$ cat config.mk
export PLATFORM = sky130hd
export DESIGN_NAME = pcg_slot
export DESIGN_NICKNAME = d
export VERILOG_FILES = /design/src/rtl/pcg_pkg.sv /design/src/rtl/pcg_regs.sv /design/src/rtl/pcg_divider.sv /design/src/rtl/pcg_policy.sv /design/src/rtl/pcg_slot.sv
export SDC_FILE = /design/constraint.sdc
export NUM_CORES = 1
export LEC_CHECK = 0
export BUFFER_PORTS_ARGS = -buffer_cell sky130_fd_sc_hd__buf_4
export CORE_MARGIN = 5
export CORE_UTILIZATION = 44
export DETAILED_ROUTE_END_ITERATION = 12
export PLACE_DENSITY_LB_ADDON = 0.12
export SETUP_SLACK_MARGIN = 0.5
export SLEW_MARGIN = 15
export SYNTH_ARGS = -nofsm -noshare
export SYNTH_HDL_FRONTEND = slang
export SYNTH_SLANG_ARGS = --single-unit
$ cat constraint.sdc
create_clock -name clk -period 1.6 [get_ports clk]
set_clock_uncertainty 0.1 [all_clocks]
set_input_delay 0.16 -clock clk [delete_from_list [all_inputs] [get_ports clk]]
set_output_delay 0.16 -clock clk [all_outputs]
set_load 0.01 [all_outputs]
$ cat src/rtl/pcg_pkg.sv
package pcg_pkg;

    localparam int NSRC  = 4;
    localparam int SEL_W = 3;
    localparam logic [SEL_W-1:0] SEL_BASE = 3'd2;

    localparam int POS_MODE = 0;
    localparam int POS_REL  = 2;
    localparam int POS_ERR  = 3;
    localparam int POS_SEL  = 4;
    localparam int POS_PRES = 7;
    localparam int POS_DIV  = 8;

    typedef enum logic [1:0] {
        MODE_OFF   = 2'd0,
        MODE_ON    = 2'd1,
        MODE_IDLE  = 2'd2,
        MODE_SLEEP = 2'd3
    } ccm_e;

    typedef struct packed {
        ccm_e             mode;
        logic             rel;
        logic             err;
        logic [SEL_W-1:0] sel;
    } ctl_t;

    // one-hot source mask for a select code; unused codes give zero
    function automatic logic [NSRC-1:0] sel_onehot(input logic [SEL_W-1:0] sel);
        logic [NSRC-1:0] m;
        m = '0;
        for (int i = 0; i < NSRC; i++) begin
            if (sel == SEL_BASE + SEL_W'(i)) m[i] = 1'b1;
        end
        return m;
    endfunction

endpackage

$ cat src/rtl/pcg_regs.sv
module pcg_regs
    import pcg_pkg::*;
#(
    parameter int DIV_W   = 8,
    parameter bit PRESENT = 1'b1,
    localparam int REG_W  = POS_DIV + DIV_W
) (
    input  logic             clk,
    input  logic             rst,
    input  logic             wr_en,
    input  logic [REG_W-1:0] wr_data,
    output ctl_t             ctl,
    output logic [DIV_W-1:0] div_q,
    output logic             restart,
    output logic [REG_W-1:0] rd_data
);

    ccm_e             w_mode;
    logic [SEL_W-1:0] w_sel;
    logic [DIV_W-1:0] w_div;
    logic             changed;
    logic             locked;
    logic             violate;

    always_comb begin
        w_mode  = ccm_e'(wr_data[POS_MODE +: 2]);
        w_sel   = wr_data[POS_SEL +: SEL_W];
        w_div   = wr_data[POS_DIV +: DIV_W];
        changed = (w_sel != ctl.sel) || (w_div != div_q);
        locked  = (ctl.mode != MODE_OFF);
        violate = wr_en && changed && locked;
        restart = wr_en && changed && !locked;
    end

    always_ff @(posedge clk) begin
        if (rst) begin
            ctl   <= '0;
            div_q <= '0;
        end else if (wr_en) begin
            ctl.mode <= w_mode;
            ctl.rel  <= PRESENT && (w_mode != MODE_OFF);
            ctl.err  <= violate || (ctl.err && !wr_data[POS_ERR]);
            if (restart) begin
                ctl.sel <= w_sel;
                div_q   <= w_div;
            end
        end
    end

    always_comb begin
        rd_data                    = '0;
        rd_data[POS_MODE +: 2]     = ctl.mode;
        rd_data[POS_REL]           = ctl.rel;
        rd_data[POS_ERR]           = ctl.err;
        rd_data[POS_SEL +: SEL_W]  = ctl.sel;
        rd_data[POS_PRES]          = PRESENT;
        rd_data[POS_DIV +: DIV_W]  = div_q;
    end

endmodule

$ cat src/rtl/pcg_divider.sv
module pcg_divider
    import pcg_pkg::*;
#(
    parameter int DIV_W = 8
) (
    input  logic             clk,
    input  logic             rst,
    input  logic [NSRC-1:0]  src_en,
    input  logic [SEL_W-1:0] sel,
    input  logic [DIV_W-1:0] div,
    input  logic             restart,
    output logic             tick
);

    logic [DIV_W-1:0] cnt;
    logic             pick;
    logic             wrap;

    always_comb begin
        pick = |(src_en & sel_onehot(sel));
        wrap = (cnt == div);
        tick = pick && wrap;
    end

    always_ff @(posedge clk) begin
        if (rst || restart) begin
            cnt <= '0;
        end else if (pick) begin
            cnt <= wrap ? '0 : cnt + 1'b1;
        end
    end

endmodule

$ cat src/rtl/pcg_policy.sv
module pcg_policy
    import pcg_pkg::*;
#(
    parameter bit KEEP_IN_SLEEP = 1'b1
) (
    input  ccm_e mode,
    input  logic periph_idle,
    input  logic sleep_req,
    input  logic deep_req,
    output logic gate_open,
    output logic stall
);

    logic lp_req;

    always_comb begin
        lp_req = sleep_req || deep_req;
        unique case (mode)
            MODE_OFF: begin
                gate_open = 1'b0;
                stall     = 1'b0;
            end
            MODE_ON: begin
                gate_open = 1'b1;
                stall     = 1'b0;
            end
            MODE_IDLE: begin
                gate_open = !periph_idle;
                stall     = lp_req && !periph_idle;
            end
            default: begin
                gate_open = !lp_req;
                stall     = lp_req && !periph_idle && (deep_req || !KEEP_IN_SLEEP);
            end
        endcase
    end

endmodule

$ cat src/rtl/pcg_slot.sv
module pcg_slot
    import pcg_pkg::*;
#(
    parameter int DIV_W         = 8,
    parameter bit PRESENT       = 1'b1,
    parameter bit KEEP_IN_SLEEP = 1'b1,
    localparam int REG_W        = POS_DIV + DIV_W
) (
    input  logic             clk,
    input  logic             rst,
    input  logic             wr_en,
    input  logic [REG_W-1:0] wr_data,
    output logic [REG_W-1:0] rd_data,
    input  logic [NSRC-1:0]  src_en,
    input  logic             periph_idle,
    input  logic             sleep_req,
    input  logic             deep_req,
    output logic             clk_en,
    output logic             periph_rst_rel,
    output logic             lp_stall
);

    ctl_t             ctl;
    logic [DIV_W-1:0] div_q;
    logic             restart;
    logic             tick;
    logic             gate_open;

    pcg_regs #(.DIV_W(DIV_W), .PRESENT(PRESENT)) u_regs (
        .clk     (clk),
        .rst     (rst),
        .wr_en   (wr_en),
        .wr_data (wr_data),
        .ctl     (ctl),
        .div_q   (div_q),
        .restart (restart),
        .rd_data (rd_data)
    );

    pcg_divider #(.DIV_W(DIV_W)) u_div (
        .clk     (clk),
        .rst     (rst),
        .src_en  (src_en),
        .sel     (ctl.sel),
        .div     (div_q),
        .restart (restart),
        .tick    (tick)
    );

    pcg_policy #(.KEEP_IN_SLEEP(KEEP_IN_SLEEP)) u_pol (
        .mode        (ctl.mode),
        .periph_idle (periph_idle),
        .sleep_req   (sleep_req),
        .deep_req    (deep_req),
        .gate_open   (gate_open),
        .stall       (lp_stall)
    );

    assign clk_en         = tick && gate_open;
    assign periph_rst_rel = ctl.rel;

endmodule

==> insert_results.sql, run 1 <==
INSERT INTO impl_metrics (metric_group, metric, value, unit) VALUES
('synthesis', 'post-synth-top-area-cell', 'dfxtp_1', ''),
('place', 'place.detailed.hpwl', '2.54', 'mm'),
('synthesis', 'postSynthNetCount', '175', ''),
('power', 'cell_internal_pwr', '0.953', 'mW'),
('cells_and_area', 'leading_cell_type_in_the_layout_fill_and_taps_excluded', 'buf_4', ''),
('detailed_routing', 'dr_total_vias', '1352', ''),
('power', 'power.share.combinational', '33.9', '%'),
('flow_run', 'timing.max_cap.violations', '0', ''),
('global_route', 'grt.total_usage', '19.5', '%'),
('clocking', 'tritoncts', 'done', ''),
('cells_and_area', 'flow.area_growth_from_synthesis', '76.4', '%'),
('die', 'design.portCount', '45', ''),
('place', 'placedInstanceArea', '1780', 'um2'),
('setup_path', 'critPathArrivalTime', '1.57', 'ns'),
('synthesis', 'avgSynthCellArea', '8.64', 'um2'),
('place', 'buffer_ports.inserted', '41', ''),
('place', 'gp_routability_congestion', '0.753', ''),
('setup_path', 'timing_worst_setup_path_type', 'reg -> out', ''),
('timing', 'final_max_slew_viols', '0', ''),
('die', 'fp.dieArea', '4080', 'um2'),
('power', 'pwr-share-clk', '20.3', '%'),
('setup_path', 'crit_path_max_incr_delay', '0.37', 'ns'),
('detailed_routing', 'detail_route.vias_per_cell', '5.39', ''),
('setup_path', 'critPathMostFrequentCell', 'buf_12', ''),
('synthesis', 'dominant_combinational_cell_family_by_area_after_synthesis', 'simple AND/OR/NAND/NOR gates', ''),
('synthesis', 'synth_cells', '148', ''),
('timing', 'rsz0062_at_grt', 'yes', ''),
('power', 'p_switching', '0.410', 'mW'),
('timing', 'max_freq', '547', 'MHz'),
('place', 'place_ws', '-0.0950', 'ns'),
('clocking', 'htree_num_levels', '1', ''),
('synthesis', 'sequential_share_of_the_synthesized_area', '36.0', '%'),
('synthesis', 'synth_xor_xnor_area_share', '17.8', '%'),
('timing', 'fin_crit_sh', '114', '%'),
('run_status', 'violated_checks', 'negative setup slack', ''),
('setup_path', 'critical_path.max_fanout', '4', ''),
('global_route', 'antenna_found_initial', '0', ''),
('die', 'die_x', '63.9', 'um'),
('clocking', 'clock_latency', '0.32', 'ns'),
('run_status', 'run_status', 'complete, but fails checks', ''),
('timing', 'setup_slack', '-0.228', 'ns'),
('global_route', 'grt_first_pass_wirelength', '6.35', 'mm'),
('timing', 'period_needed', '1.83', 'ns'),
('global_route', 'first_global_vias', '1399', ''),
('global_route', 'gr-total-overflow', '0', ''),
('clocking', 'clock_buffer_count_from_cts', '3', ''),
('detailed_routing', 'final_antenna_net_count', '0', ''),
('power', 'power.ir.vdd_worst', '0.648', 'mV'),
('detailed_routing', 'drt_drc_violations_left', '0', ''),
('detailed_routing', 'wirelength', '4.20', 'mm'),
('setup_path', 'capturing_element_type_of_the_critical_path', 'output pin', ''),
('clocking', 'cts.sink_count', '23', ''),
('clocking', 'cts-root-buf', 'clkbuf_4', ''),
('synthesis', 'synth_top_cell_area_share', '36.0', '%'),
('detailed_routing', 'drt_pass1_iterations', '4', ''),
('cells_and_area', 'final_cell_area', '2260', 'um2'),
('setup_path', 'cp_slowest_cell', 'dfxtp_4', ''),
('die', 'std_cell_rows', '19', ''),
('setup_path', 'start_kind', 'register', ''),
('synthesis', 'synthMuxAreaShare', '3.13', '%'),
('die', 'fp.coreArea', '2780', 'um2'),
('timing', 'finalSetupViolCount', '21', ''),
('setup_path', 'timing.critical_path.required', '1.34', 'ns'),
('synthesis', 'synth.area.top_cells', 'dfxtp_1 (36%), xor2_1 (12%), nand4b_1 (7.5%)', ''),
('cells_and_area', 'final_net_count', '248', ''),
('cells_and_area', 'finish.utilization', '81.1', '%'),
('timing', 'timing_hold_violations_final', '0', ''),
('cells_and_area', 'layout_common_cells', 'buf_4 (39), buf_6 (30), xor2_1 (16), nand2b_1 (13), nor2_1 (12)', ''),
('power', 'p_per_area', '604', 'nW/um2'),
('cells_and_area', 'layout-drive-gt1-share', '55.0', '%'),
('cells_and_area', 'n_antenna_cell', '0', '');
per-layer routing:
metal / GRT usage [%] / part of all wire, %
met5: 0 / 0
met1: 23.3 / 39
met3: 2.98 / 5.0
met2: 35.1 / 55
met4: 6.23 / 1.1
worst max-delay path, delay by kind of cell, from the launching register on:
family / cells / cell delay (ns)
buffers and inverters: 3 / 0.34
DFF: 1 / 0.37
muxes: 1 / 0.18
AOI/OAI and AO/OA: 1 / 0.18
and+or+nand+nor: 1 / 0.17
cell usage after synthesis (all sizes together):
library cell,number
dfxtp,23
xor2,17
nand2b,14
nor2,14
o21ai,13
nand4b,11
xnor2,9
nand4,7
buf,5
clkbuf,5
nand2,5
mux2i,4
and3,3
a21oi,2
and2,2
inv,2
nor3,2
nor4,2
a211oi,1
a221o,1
conb,1
ha,1
nand3,1
nand3b,1
o22a,1
o22ai,1
per-stage QoR:
stage          power (mW)  std cells  hold WS [ns]  TNS [ns]
5_1_grt              1.44        251       0.00404     -4.53
3_5_place_dp        0.960        229         0.315     -1.09
3_3_place_gp        0.951        229         0.307    -0.978
4_1_cts              1.32        248        0.0148     -3.27
2_1_floorplan       0.797        148         0.207         0
6_report             1.36        251        0.0141     -3.09
final cells by class:
cell class,instances,area (um2)
inverter,2,7.51
fill,166,526
multi-input combinational,114,933
timing repair buffer,77,753
tap,31,38.8
clock inverter,1,5.00
clock buffer,3,22.5
sequential,23,495
path summary, 6_finish.rpt:
check                                     from                            to  slack [ns]  cells past startpoint
hold / removal                     wr_data[15]  u_regs.div_q[7]$_SDFFE_PP0P_        0.01                      3
setup reg to reg  u_regs.div_q[5]$_SDFFE_PP0P_  u_regs.div_q[0]$_SDFFE_PP0P_       -0.22                      9
setup / recovery    u_regs.ctl[0]$_SDFFE_PP0P_                        clk_en       -0.23                      6
hold reg to reg     u_regs.ctl[3]$_SDFFE_PP0P_    u_regs.ctl[3]$_SDFFE_PP0P_        0.38                      2
cells by family after synthesis:
family                     count (synthesis)
and+or+nand+nor                           62
xor gates and xnor gates                  26
DFF                                       23
AOI/OAI and AO/OA                         19
buffers and inverters                     12
muxes                                      4
adders and majority gates                  1
other                                      1
what timing repair did:
item                                    4_1_cts  5_1_grt
resized for setup                            58       22
setup buffers                                 9        3
gates cloned                                  2        0
pin swaps                                    18        8
endpoints found under the hold margin         4        0
endpoints found under the setup margin       37       38
hold buffers                                  4        0
flip-flops by register name, summed over array words and instances, names as in the netlist:
register and cells:
u_regs.ctl 7, u_regs.div_q 8, u_div.cnt 8
power by group through the flow:
stage | logic [mW] | registers (mW) | clock network (mW)
2_1_floorplan | 0.143 | 0.654 | 0
3_3_place_gp | 0.321 | 0.631 | 0
3_5_place_dp | 0.327 | 0.632 | 0
4_1_cts | 0.416 | 0.623 | 0.282
5_1_grt | 0.490 | 0.628 | 0.323
6_report | 0.463 | 0.624 | 0.276
No activity file was read; power rests on OpenSTA's default activity.
==> run 2: changes to the inputs <==
--- a/config.mk
+++ b/config.mk
@@ -10,6 +10,7 @@
 export CORE_UTILIZATION = 44
 export DETAILED_ROUTE_END_ITERATION = 12
 export PLACE_DENSITY_LB_ADDON = 0.12
+export RECOVER_POWER = 25
 export SETUP_SLACK_MARGIN = 0.5
 export SLEW_MARGIN = 15
 export SYNTH_ARGS = -nofsm -noshare
==> insert_results.sql, run 2 (synthesized netlist as in run 1, its figures left out) <==
INSERT INTO impl_metrics (metric_group, metric, value, unit) VALUES
('die', 'die_x', '63.9', 'um'),
('timing', 'rsz0062_at_grt', 'yes', ''),
('die', 'fp.coreArea', '2780', 'um2'),
('place', 'gp_routability_congestion', '0.753', ''),
('detailed_routing', 'met2RoutedLength', '2.26', 'mm'),
('clocking', 'cts-root-buf', 'clkbuf_4', ''),
('global_route', 'antenna_found_initial', '0', ''),
('place', 'placedInstanceArea', '1780', 'um2'),
('power', 'power.share.combinational', '33.8', '%'),
('timing', 'finalSetupViolCount', '21', ''),
('detailed_routing', 'drt_pass1_iterations', '4', ''),
('cells_and_area', 'final_net_count', '248', ''),
('hold_path', 'min_delay_path_class', 'in -> reg', ''),
('clocking', 'clock_buffer_depth', '2', ''),
('global_route', 'grt_start_max_net_pins', '29', ''),
('power', 'p_seq_share', '45.6', '%'),
('global_route', 'gr-total-overflow', '0', ''),
('timing', 'fin_worst_hold_slack', '0.00484', 'ns'),
('clocking', 'clkSlewWorstSetupHoldPaths', '0.13', 'ns'),
('detailed_routing', 'drt_drc_violations_left', '0', ''),
('detailed_routing', 'detail_route.vias_per_cell', '5.44', ''),
('setup_path', 'critical_path.max_fanout', '4', ''),
('place', 'place.detailed.hpwl', '2.54', 'mm'),
('clocking', 'clock_buffer_count_from_cts', '3', ''),
('clocking', 'tritoncts', 'done', ''),
('power', 'p_per_area', '608', 'nW/um2'),
('cells_and_area', 'layout_top_registers', 'u_div.cnt: 8 flops, u_regs.div_q: 8 flops, u_regs.ctl: 7 flops', ''),
('die', 'design.portCount', '45', ''),
('cells_and_area', 'layout_common_cells', 'buf_4 (37), buf_6 (30), xor2_1 (16), nand2b_1 (13), nor2_1 (12)', ''),
('power', 'post-layout-total-power', '1.37', 'mW'),
('cells_and_area', 'layout-drive-gt1-share', '54.1', '%'),
('timing', 'max_freq', '546', 'MHz'),
('clocking', 'cts.sink_count', '23', ''),
('place', 'placedCellCount', '229', ''),
('clocking', 'clock_latency', '0.33', 'ns'),
('run_status', 'violated_checks', 'negative setup slack', ''),
('timing', 'final_max_slew_viols', '0', ''),
('place', 'buffer_ports.inserted', '41', ''),
('run_status', 'run_status', 'complete, but fails checks', ''),
('power', 'power.ir.vdd_worst', '0.653', 'mV'),
('clocking', 'htree_num_levels', '1', ''),
('detailed_routing', 'met3_length', '190', 'um'),
('power', 'p_leak', '0.936', 'nW'),
('setup_path', 'capturing_element_type_of_the_critical_path', 'output pin', ''),
('detailed_routing', 'wirelength', '4.21', 'mm'),
('cells_and_area', 'final_cell_area', '2250', 'um2'),
('detailed_routing', 'detail_route.iter0.violations', '47', ''),
('cells_and_area', 'flow.area_growth_from_synthesis', '76.0', '%'),
('power', 'cell_internal_pwr', '0.953', 'mW'),
('setup_path', 'timing.critical_path.required', '1.34', 'ns'),
('global_route', 'first_global_vias', '1399', ''),
('detailed_routing', 'dr_total_vias', '1366', ''),
('timing', 'total_neg_setup_slack', '-3.10', 'ns'),
('timing', 'setup_slack', '-0.233', 'ns'),
('place', 'place_ws', '-0.0950', 'ns'),
('cells_and_area', 'leading_cell_type_in_the_layout_fill_and_taps_excluded', 'buf_4', ''),
('detailed_routing', 'final_antenna_net_count', '0', ''),
('die', 'fp.dieArea', '4080', 'um2'),
('timing', 'timing_hold_violations_final', '0', ''),
('detailed_routing', 'average_detailed_routed_wire_length_per_instance', '16.8', 'um'),
('cells_and_area', 'n_antenna_cell', '0', ''),
('cells_and_area', 'finalNonFillerCells', '251', ''),
('global_route', 'grt.total_usage', '19.5', '%'),
('die', 'std_cell_rows', '19', ''),
('timing', 'fin_crit_sh', '115', '%'),
('die', 'die_height', '63.9', 'um'),
('die', 'effective_utilization_at_floorplan', '46.0', '%'),
('cells_and_area', 'finish.utilization', '80.9', '%'),
('setup_path', 'timing_worst_setup_path_type', 'reg -> out', ''),
('flow_run', 'timing.max_cap.violations', '0', ''),
('power', 'pwr-share-clk', '20.7', '%'),
('power', 'p_switching', '0.416', 'mW'),
('setup_path', 'critPathArrivalTime', '1.57', 'ns'),
('detailed_routing', 'met1_length', '1.69', 'mm'),
('timing', 'period_needed', '1.83', 'ns'),
('setup_path', 'start_kind', 'register', ''),
('detailed_routing', 'top_layer_used', 'met4', ''),
('global_route', 'grt_first_pass_wirelength', '6.35', 'mm'),
('power', 'switching_share', '30.4', '%');
run 2: repair_timing:
| action | in CTS | in global routing |
|---|---|---|
| endpoints found under the setup margin | 37 | 38 |
| endpoints found under the hold margin | 4 | 0 |
| resized for setup | 58 | 22 |
| hold buffers | 4 | 0 |
| buffers inserted | 9 | 3 |
| pin swaps | 18 | 8 |
| gates cloned | 2 | 0 |
run 2: power by group through the flow:
stage	logic [mW]	registers [mW]	clock network, mW
floorplan	0.143	0.654	0
global placement	0.321	0.631	0
detailed placement	0.327	0.632	0
CTS	0.416	0.623	0.282
global route	0.490	0.628	0.323
finish	0.462	0.624	0.283
run 2: layout make-up:
type | instances | area, um2
inverter | 2 | 7.51
fill | 168 | 531
timing repair buffer | 77 | 753
sequential | 23 | 490
tap | 31 | 38.8
multi-input combinational | 114 | 933
clock inverter | 1 | 5.00
clock buffer | 3 | 22.5
run 2: worst paths after layout:
kind / slack, ns / end / startpoint / cells past startpoint
worst max-delay path: -0.23 / clk_en / u_regs.ctl[0]$_SDFFE_PP0P_ / 6
worst max register to register: -0.22 / u_regs.div_q[0]$_SDFFE_PP0P_ / u_regs.div_q[5]$_SDFFE_PP0P_ / 9
worst min-delay path: 0.005 / u_regs.div_q[7]$_SDFFE_PP0P_ / wr_data[15] / 3
worst min register to register: 0.39 / u_regs.ctl[3]$_SDFFE_PP0P_ / u_regs.ctl[3]$_SDFFE_PP0P_ / 2
run 2: routing by layer:
layer | vias up | global-route usage [%]
met5 | - | 0
met4 | 0 | 6.23
met3 | 7 | 2.98
met2 | 49 | 35.1
met1 | 646 | 23.3
li1 | 664 | -
run 2: worst max-delay path: stages (launching register included):
cell     delay, ns
dfxtp_4       0.37
buf_12        0.13
mux2i_4       0.18
o22ai_4       0.17
buf_12        0.12
and3_4        0.17
buf_6         0.09
